**config.mk**
```make
export PLATFORM = sky130hd
export DESIGN_NAME = slumber_wake_seq
export DESIGN_NICKNAME = d
export VERILOG_FILES = /design/src/rtl/wake_pkg.sv /design/src/rtl/wake_phase_gen.sv /design/src/rtl/wake_edge_flag.sv /design/src/rtl/wake_startup_cnt.sv /design/src/rtl/slumber_wake_seq.sv
export SDC_FILE = /design/constraint.sdc
export NUM_CORES = 1
export LEC_CHECK = 0
export BUFFER_PORTS_ARGS = -buffer_cell sky130_fd_sc_hd__buf_2
export CORE_MARGIN = 8
export CORE_UTILIZATION = 51
export DETAILED_ROUTE_END_ITERATION = 8
export MAX_ROUTING_LAYER = met4
export PLACE_DENSITY = 0.77
export SYNTH_ARGS = -nofsm -noshare
export SYNTH_HDL_FRONTEND = slang
export SYNTH_SLANG_ARGS = --single-unit
```
**constraint.sdc**
```tcl
create_clock -name clk -period 2.15 [get_ports clk]
set_input_delay 0.1075 -clock clk [delete_from_list [all_inputs] [get_ports clk]]
set_output_delay 0.1075 -clock clk [all_outputs]
set_load 0.03 [all_outputs]
```
**src/rtl/wake_pkg.sv**
```systemverilog
package wake_pkg;
  typedef enum logic [2:0] {
    ST_RUN,
    ST_SLEEP,
    ST_WARM,
    ST_EXEC,
    ST_DUM1,
    ST_DUM2
  } wake_st_t;

  localparam int unsigned MODE_W = 3;
  localparam int unsigned NUM_XTAL_MODES = 3;

  function automatic logic needs_warmup(input logic [MODE_W-1:0] mode);
    return mode < MODE_W'(NUM_XTAL_MODES);
  endfunction

  function automatic logic is_running(input wake_st_t st);
    return (st != ST_SLEEP) && (st != ST_WARM);
  endfunction
endpackage

```
**src/rtl/wake_phase_gen.sv**
```systemverilog
module wake_phase_gen #(
  parameter int unsigned NPH = 4
) (
  input  logic           clk,
  input  logic           rst,
  input  logic           run_nxt,
  input  logic           restart,
  output logic [NPH-1:0] phase_q
);
  localparam logic [NPH-1:0] FIRST = NPH'(1);

  always_ff @(posedge clk) begin
    if (rst)
      phase_q <= FIRST;
    else if (!run_nxt)
      phase_q <= '0;
    else if (restart)
      phase_q <= FIRST;
    else
      phase_q <= {phase_q[NPH-2:0], phase_q[NPH-1]};
  end
endmodule

```
**src/rtl/wake_edge_flag.sv**
```systemverilog
module wake_edge_flag #(
  parameter int unsigned SYNC = 2
) (
  input  logic clk,
  input  logic rst,
  input  logic pin,
  input  logic clr,
  output logic flag
);
  logic [SYNC-1:0] sync_r;
  logic            prev_r;
  logic            edge_seen;

  always_ff @(posedge clk) begin
    if (rst) begin
      sync_r <= '0;
      prev_r <= 1'b0;
    end else begin
      sync_r <= {sync_r[SYNC-2:0], pin};
      prev_r <= sync_r[SYNC-1];
    end
  end

  assign edge_seen = sync_r[SYNC-1] & ~prev_r;

  always_ff @(posedge clk) begin
    if (rst)
      flag <= 1'b0;
    else if (edge_seen)
      flag <= 1'b1;
    else if (clr)
      flag <= 1'b0;
  end
endmodule

```
**src/rtl/wake_startup_cnt.sv**
```systemverilog
module wake_startup_cnt #(
  parameter int unsigned COUNT = 1024
) (
  input  logic clk,
  input  logic rst,
  input  logic clear,
  input  logic en,
  output logic done
);
  localparam int unsigned CW = (COUNT > 1) ? $clog2(COUNT) : 1;
  localparam logic [CW-1:0] LAST = CW'(COUNT - 1);

  logic [CW-1:0] cnt_r;

  always_ff @(posedge clk) begin
    if (rst || clear)
      cnt_r <= '0;
    else if (en && cnt_r != LAST)
      cnt_r <= cnt_r + 1'b1;
  end

  assign done = en && (cnt_r == LAST);
endmodule

```
**src/rtl/slumber_wake_seq.sv**
```systemverilog
module slumber_wake_seq
  import wake_pkg::*;
#(
  parameter int unsigned START_CYCLES = 1024,
  parameter int unsigned PC_W = 13,
  parameter logic [PC_W-1:0] VEC = 13'h0004,
  parameter int unsigned SYNC_STAGES = 2
) (
  input  logic              clk,
  input  logic              rst,
  input  logic [2:0]        osc_mode,
  input  logic              sleep_req,
  input  logic              int_pin,
  input  logic              int_flag_clr,
  input  logic              gie,
  output logic              core_run,
  output logic              int_flag,
  output logic [3:0]        phase_q,
  output logic              dummy_cyc,
  output logic              pc_redirect,
  output logic [PC_W-1:0]   vec_addr
);
  localparam int unsigned NPH = 4;

  wake_st_t state_r, state_nxt;
  logic     gie_lat;
  logic     warm_done;
  logic     end_of_cycle;

  assign end_of_cycle = phase_q[NPH-1];

  wake_edge_flag #(.SYNC(SYNC_STAGES)) u_flag (
    .clk  (clk),
    .rst  (rst),
    .pin  (int_pin),
    .clr  (int_flag_clr),
    .flag (int_flag)
  );

  wake_startup_cnt #(.COUNT(START_CYCLES)) u_warm (
    .clk   (clk),
    .rst   (rst),
    .clear (state_r != ST_WARM),
    .en    (state_r == ST_WARM),
    .done  (warm_done)
  );

  wake_phase_gen #(.NPH(NPH)) u_phase (
    .clk     (clk),
    .rst     (rst),
    .run_nxt (is_running(state_nxt)),
    .restart (is_running(state_nxt) && !is_running(state_r)),
    .phase_q (phase_q)
  );

  always_comb begin
    state_nxt = state_r;
    unique case (state_r)
      ST_RUN:   if (end_of_cycle && sleep_req) state_nxt = ST_SLEEP;
      ST_SLEEP: if (int_flag) begin
                  if (needs_warmup(osc_mode)) state_nxt = ST_WARM;
                  else                        state_nxt = gie ? ST_EXEC : ST_RUN;
                end
      ST_WARM:  if (warm_done) state_nxt = gie_lat ? ST_EXEC : ST_RUN;
      ST_EXEC:  if (end_of_cycle) state_nxt = ST_DUM1;
      ST_DUM1:  if (end_of_cycle) state_nxt = ST_DUM2;
      ST_DUM2:  if (end_of_cycle) state_nxt = ST_RUN;
      default:  state_nxt = ST_RUN;
    endcase
  end

  always_ff @(posedge clk) begin
    if (rst) begin
      state_r     <= ST_RUN;
      gie_lat     <= 1'b0;
      core_run    <= 1'b1;
      dummy_cyc   <= 1'b0;
      pc_redirect <= 1'b0;
    end else begin
      state_r     <= state_nxt;
      if (state_r == ST_SLEEP && int_flag)
        gie_lat <= gie;
      core_run    <= is_running(state_nxt);
      dummy_cyc   <= (state_nxt == ST_DUM1) || (state_nxt == ST_DUM2);
      pc_redirect <= (state_nxt == ST_DUM1);
    end
  end

  assign vec_addr = VEC;
endmodule

```
After elaboration in Yosys (flattened, before gate mapping)
Cells that the tools add are included.

cells by class
  $lt $le $gt $ge = 1
  equality and inequality tests = 13
  $add $sub $neg = 1
  reduce and logical (&&, ||, !) cells = 13
  mux-type cells = 14
  bitwise operators = 3

operators with widths
  kind                                                         count
  two-way mux 3 bit                                            6
  case mux 3 bit (6 select lines)                              1
  equality test 3 bit (second input constant)                  4
  adder 10 x 1 -> 10 bit (second input constant)               1
  equality test 10 bit (second input constant)                 1
  != test 10 bit (second input constant)                       1
  logical AND 1 bit                                            7
  equality test 3 x 2 -> 1 bit (second input constant)         2
  two-way mux 2 bit                                            3
  != test 3 x 1 -> 1 bit (second input constant)               2
  != test 3 x 2 -> 1 bit (second input constant)               2
  two-way mux 1 bit                                            4
  equality test 3 x 1 -> 1 bit (second input constant)         1
  logical NOT 3 bit                                            1
  less-than comparator 3 x 2 -> 1 bit (second input constant)  1
  OR reduction 3 bit                                           1
  logical OR 1 bit                                             2
  inverter 1 bit                                               2
  nonzero test 2 bit                                           1
  AND 1 bit                                                    1
  logical NOT 1 bit                                            1

word-level totals
  bits in registers = 25
  input port bits = 9

Depth between registers and ports, before layout
  word-level depth = 9
  mapped depth = 6
  gate-level depth less buffers = 6

Cells and area by module
A second synthesis with hierarchy kept.

unflattened totals
  cell total of the unflattened synthesis = 141
  area, all modules = 1323.8 um2

modules (own cells, without submodules)
  module            cells each  instances  area each (um2)
  slumber_wake_seq  62          1          541.8
  wake_startup_cnt  59          1          529.3
  wake_edge_flag    10          1          130.1
  wake_phase_gen    10          1          122.6

Worst setup path before layout
OpenSTA, ideal clock, no wires.

  path type = reg2reg
  from = reg u_warm.cnt_r[0]
  to = reg u_phase.phase_q[0]
  setup time = 0.127 ns
  buffers on the path = 0
  path slack = 0.534 ns
  clock period less this slack = 1.616 ns
  required time = 2.023 ns
  data arrival time = 1.489 ns
  cell stages (with the launch flop) = 7
  cells stage by stage = dfxtp_1 > ha_1 > nand4_2 > o31ai_2 > nand2_1 > xnor2_2 > a21oi_1

on the way
  cells in the longest elaborated chain, start to end = 9
  elaborated cells on any way between the ends = 10
  classes of those cells = eq/ne (3); mux (4); reduce/logical (3)

ends and longest elaborated chain
  element                                                           RTL line                text
  start: declaration                                                wake_startup_cnt.sv:13  logic [CW-1:0] cnt_r;
  start signal: assignment                                          wake_startup_cnt.sv:19  cnt_r <= cnt_r + 1'b1;
  equality test 10 bit (*)                                          wake_startup_cnt.sv:22  assign done = en && (cnt_r == LAST);
  logical AND 1 bit (*)                                             wake_startup_cnt.sv:22
  two-way mux 3 bit (*)                                             slumber_wake_seq.sv:64  ST_WARM: if (warm_done) state_nxt = gie_lat ? ST_EXEC : ST_RUN;
  case mux 3 bit (6 select lines) (*)                               slumber_wake_seq.sv:58  unique case (state_r)
  != test 3 x 1 -> 1 bit or != test 3 x 2 -> 1 bit (tied branches)  wake_pkg.sv:19          return (st != ST_SLEEP) && (st != ST_WARM);
  logical AND 1 bit (*)                                             wake_pkg.sv:19
  logical AND 1 bit                                                 slumber_wake_seq.sv:52  .restart (is_running(state_nxt) && !is_running(state_r)),
  two-way mux 1 bit                                                 wake_phase_gen.sv:17    else if (restart)
  two-way mux 1 bit (*)                                             wake_phase_gen.sv:15    else if (!run_nxt)
  end signal: assignment                                            wake_phase_gen.sv:20    phase_q <= {phase_q[NPH-2:0], phase_q[NPH-1]};
  end: declaration                                                  wake_phase_gen.sv:8     output logic [NPH-1:0] phase_q

Mark *: on every way between the ends. The rest lies on a longest branch, timed or not.
A chain may end at the register's enable or synchronous reset.

Worst setup path in the final report
Ends and elaborated chain as after synthesis.

==> run summary <==
The total power divided by cell area came out at 608 nW/um2. The initial antenna violation count is 0. The overall die area is 4090 um2.

The later pin in the worst-skew pair is clocked with a latency of 0.32 ns. The area growth from synthesis to layout is 7.46%. The met2 capacity usage during global routing is 18.2%. The combined area of the multi-input logic cells is 606 um2. The number of nets in the layout is 158. The worst hold path class is in2reg. The maximum level of the CTS H-tree came out at 1. The number of top-level design ports came out at 30. The number of filler cells placed in the layout came out at approximately 210.

The worst path arrival time is 2.03 ns. The cell depth of the worst flop-to-flop path came out at 6. Once the clock tree was built, the setup fixing pass inserted 0 buffers.

The critical path goes through ha_1 > nand4_2 > o31ai_2 > nand2_1 > xnor2_2 > a21oi_1. The flow ran to the end, and the final reports show no timing, DRC or antenna violations. 0 antenna diodes ended up in the layout. The per-instance average area after synthesis is 9.03 um2.

The proportion of power drawn by flip-flops and latches is between 60% and 70%. The residual DRC count is 0. The number of vias per cell after detailed routing is ~5.2. In the post-synthesis netlist, the biggest area contributors are sky130_fd_sc_hd__dfxtp_1, sky130_fd_sc_hd__buf_4, sky130_fd_sc_hd__a21oi_1, sky130_fd_sc_hd__nor2_1, sky130_fd_sc_hd__xor2_1.

The first-pass detailed-route iteration total came out at 4. The per-cell routed wire length is 12.1 um. The unique cell type count in the Yosys netlist is 34. The floorplan has 17 rows.

met2 is the most crowded layer. On the critical path, the stage with the largest delay is an instance of sky130_fd_sc_hd__dfxtp_1. The pre-CTS setup slack is 0.344 ns. The worst reg-to-reg setup slack came out at ~0.33 ns. The simple-gate area share of the yosys netlist came out at 25.2%. The worst setup path is launched from a register. TritonCTS built the clock tree.

The final sum of negative setup slack came out at 0 ns. The total via count in the routed design came out at 907. Summed over its instances, the top area cell type makes up 42.6% of the synthesized netlist area. The cell area after synthesis is 1170 um2. The critical path in this run is classified as reg2reg. The clock-pin slew on the worst setup and hold paths is 0.12 ns. Setup violations remaining at the end of the flow were counted as 0. The clock share of power is 26.9%. The final estimated routing congestion in global placement is 0.820. sky130_fd_sc_hd__dfxtp_1 is the most common cell in the netlist. The total chip power came out at approximately 770 uW. The net switching power of the design is between 200 and 250 uW. The number of warnings printed during yosys synthesis came out at 0. The placed wire-length estimate after detailed placement is 1670 um. The hold violation count in the final report came out at 0.

The post-route clock period utilization came out at between 80 and 90%. In this run the critical register-to-register path is launched from u_warm.cnt_r[0]. The met1 layer usage reported by global route is a little over a tenth. The proportion of synthesized area in mux cells is 1.71%. The via count of the first global-routing pass came out at about 850. The share of async-settable or async-resettable flops after synthesis is 0%. The height of the die came out at 64.0 um. The maximum single-stage delay on the critical path is 0.38 ns. The starting utilization of the core area came out at between 50% and 60%. The end of the critical path is u_phase.phase_q[0]. The sequential cells in the finished layout cover a total of 500 um2. The global-route wire length before repair came out at 3510 um.

Once detail routing completed, the nets flagged for antenna violations numbered 0. The clock passes through at most 2 buffers. The xor and xnor area share after synthesis is 6.61%.

The cell-internal power came out at 566 uW. The CTS buffer count is 3. The compound-cell area share of the yosys netlist is 12.9%.

In the global route stage, met3 resource usage came out at 2.79%. The number of violations reported at the end of detailed-routing iteration 0 is 23. The count of mapped cells out of synthesis came out at 130. The biggest area contributor in the post-synthesis netlist is sky130_fd_sc_hd__dfxtp_1. The achievable frequency came out at ~550 MHz. The fraction of final layout cells sized beyond drive strength 1 is 18.4%. The fraction of the mapped netlist area in adder cells is 1.07%.

The number of placed cells counting well taps is 170. The final-report max-slew violation count came out at 0. The die outline width is 64.0 um. Counting flops with a built-in enable in the synthesized netlist gives 0. The switching share of power came out at roughly a quarter. Of all nets on the critical path, the largest fanout is 5. The final cell utilization of the core is 57.6%. The number of cells in the finished layout apart from fillers is 175. The count of port buffers added during placement is 16. The data required time of the critical path is 2.36 ns. For this run, the register share of the synthesized area comes to 42.6%. After synthesis, the most frequently instantiated cells are sky130_fd_sc_hd__dfxtp_1, sky130_fd_sc_hd__buf_4, sky130_fd_sc_hd__nor2_1.

The worst setup path is captured at a register. After synthesis, the largest family of logic cells by area is simple AND/OR/NAND/NOR gates. The maximum VDD drop came out at 0.000411 V. Counting every sink on the clock net gives 25.

Tracing the worst setup path back leads to its startpoint at u_warm.cnt_r[0]. The wire length after detailed routing is 2110 um. Once routing completed, OpenROAD measured the worst setup slack at between 0.3 and 0.4 ns. The area of the core came out at 2190 um2. The static leakage power is 0.000504 uW. The worst register-to-register path ends at u_phase.phase_q[0].

The clock root buffer master is sky130_fd_sc_hd__clkbuf_4. The maximum number of pins on one net before global-route repair is 14. After synthesis the netlist holds a flip-flop and latch count of 25. Across the run, the number of max-cap violations was 0. The total global routing overflow is 0. The relative contribution of combinational cells to total power came out at 10.7%. The minimum period implied by the final worst setup slack is 1.82 ns. The most frequently used flop master after synthesis is sky130_fd_sc_hd__dfxtp_1. Setup repair after global routing left no endpoint under its margin. The worst-case clock skew is around 0.0037 ns. Global routing used 10.6% of the available tracks.
==> worst max-delay path: cells and delay by family, from the launching register on <==
family                     cells  cell delay [ns]
AOI/OAI and AO/OA              2             0.49
xor gates and xnor gates       1             0.27
adders and majority gates      1             0.22
DFF                            1             0.38
and+or+nand+nor                2             0.35
==> registers in the layout (all words and copies together), names as in the netlist <==
register	cells
u_warm.cnt_r	10
u_phase.phase_q	4
state_r	3
u_flag.sync_r	2
core_run	1
dummy_cyc	1
gie_lat	1
pc_redirect	1
u_flag.flag	1
u_flag.prev_r	1
==> how the worst min path moves through the flow <==
stage / startpoint / end / slack (ns) / depth (start not counted)
global route: int_flag_clr / u_flag.flag / 0.05 / 3
finish: int_flag_clr / u_flag.flag / 0.03 / 3
CTS: int_flag_clr / u_flag.flag / 0.04 / 3
detailed placement: int_pin / u_flag.sync_r[0] / 0.33 / 2
global placement: int_pin / u_flag.sync_r[0] / 0.32 / 2
floorplan: rst / dummy_cyc / 0.19 / 1
==> repair_timing <==
action                    4_1_cts  5_1_grt
hold endpoints to repair        1        0
hold buffers                    1        0
gates resized for setup         0        0
==> logic make-up after synthesis <==
kind of cell / count (synthesis)
mux: 2
fa+ha+maj: 1
compound gates: 24
other cells: 2
simple gates: 52
flops: 25
xor+xnor: 8
buf+inv: 16
==> cell usage in the layout, fill, tap and decap left out, drive strengths merged, types with 3 or more instances in the layout <==
cell type,n
or3,3
o21ai,6
xnor2,3
nand2,10
xor2,5
clkbuf,4
nand3,3
nand2b,3
conb,13
nor2,12
dfxtp,25
nor3,5
a21oi,11
buf,16
nor2b,6
==> area by class of cell <==
| type | count | area share (%) |
|---|---|---|
| timing repair buffer | 17 | 7.14 |
| inverter | 1 | 0.298 |
| sequential | 25 | 39.7 |
| clock buffer | 4 | 2.08 |
| tap | 28 | 2.78 |
| multi-input combinational | 100 | 48.0 |
==> per-layer routing <==
layer / up-vias / routed length [um]
met2: 25 / 1030
met3: 7 / 163
met5: - / 0
met4: 0 / 55
met1: 422 / 864
li1: 453 / -
==> stage by stage <==
step | hold WS [ns] | area (um2)
2_1_floorplan | 0.187 | 1210
3_3_place_gp | 0.325 | 1220
3_5_place_dp | 0.332 | 1220
4_1_cts | 0.0369 | 1260
5_1_grt | 0.0477 | 1260
6_report | 0.0286 | 1260
==> power groups by stage <==
stage          registers [uW]  clock network (uW)  logic (uW)
6_report                  479                 206        82.4
5_1_grt                   481                 225        88.8
4_1_cts                   479                 206        82.2
3_5_place_dp              489                   0        80.7
3_3_place_gp              489                   0        78.9
2_1_floorplan             503                   0        66.2
Note: power is estimated with default switching activity, not from simulation.
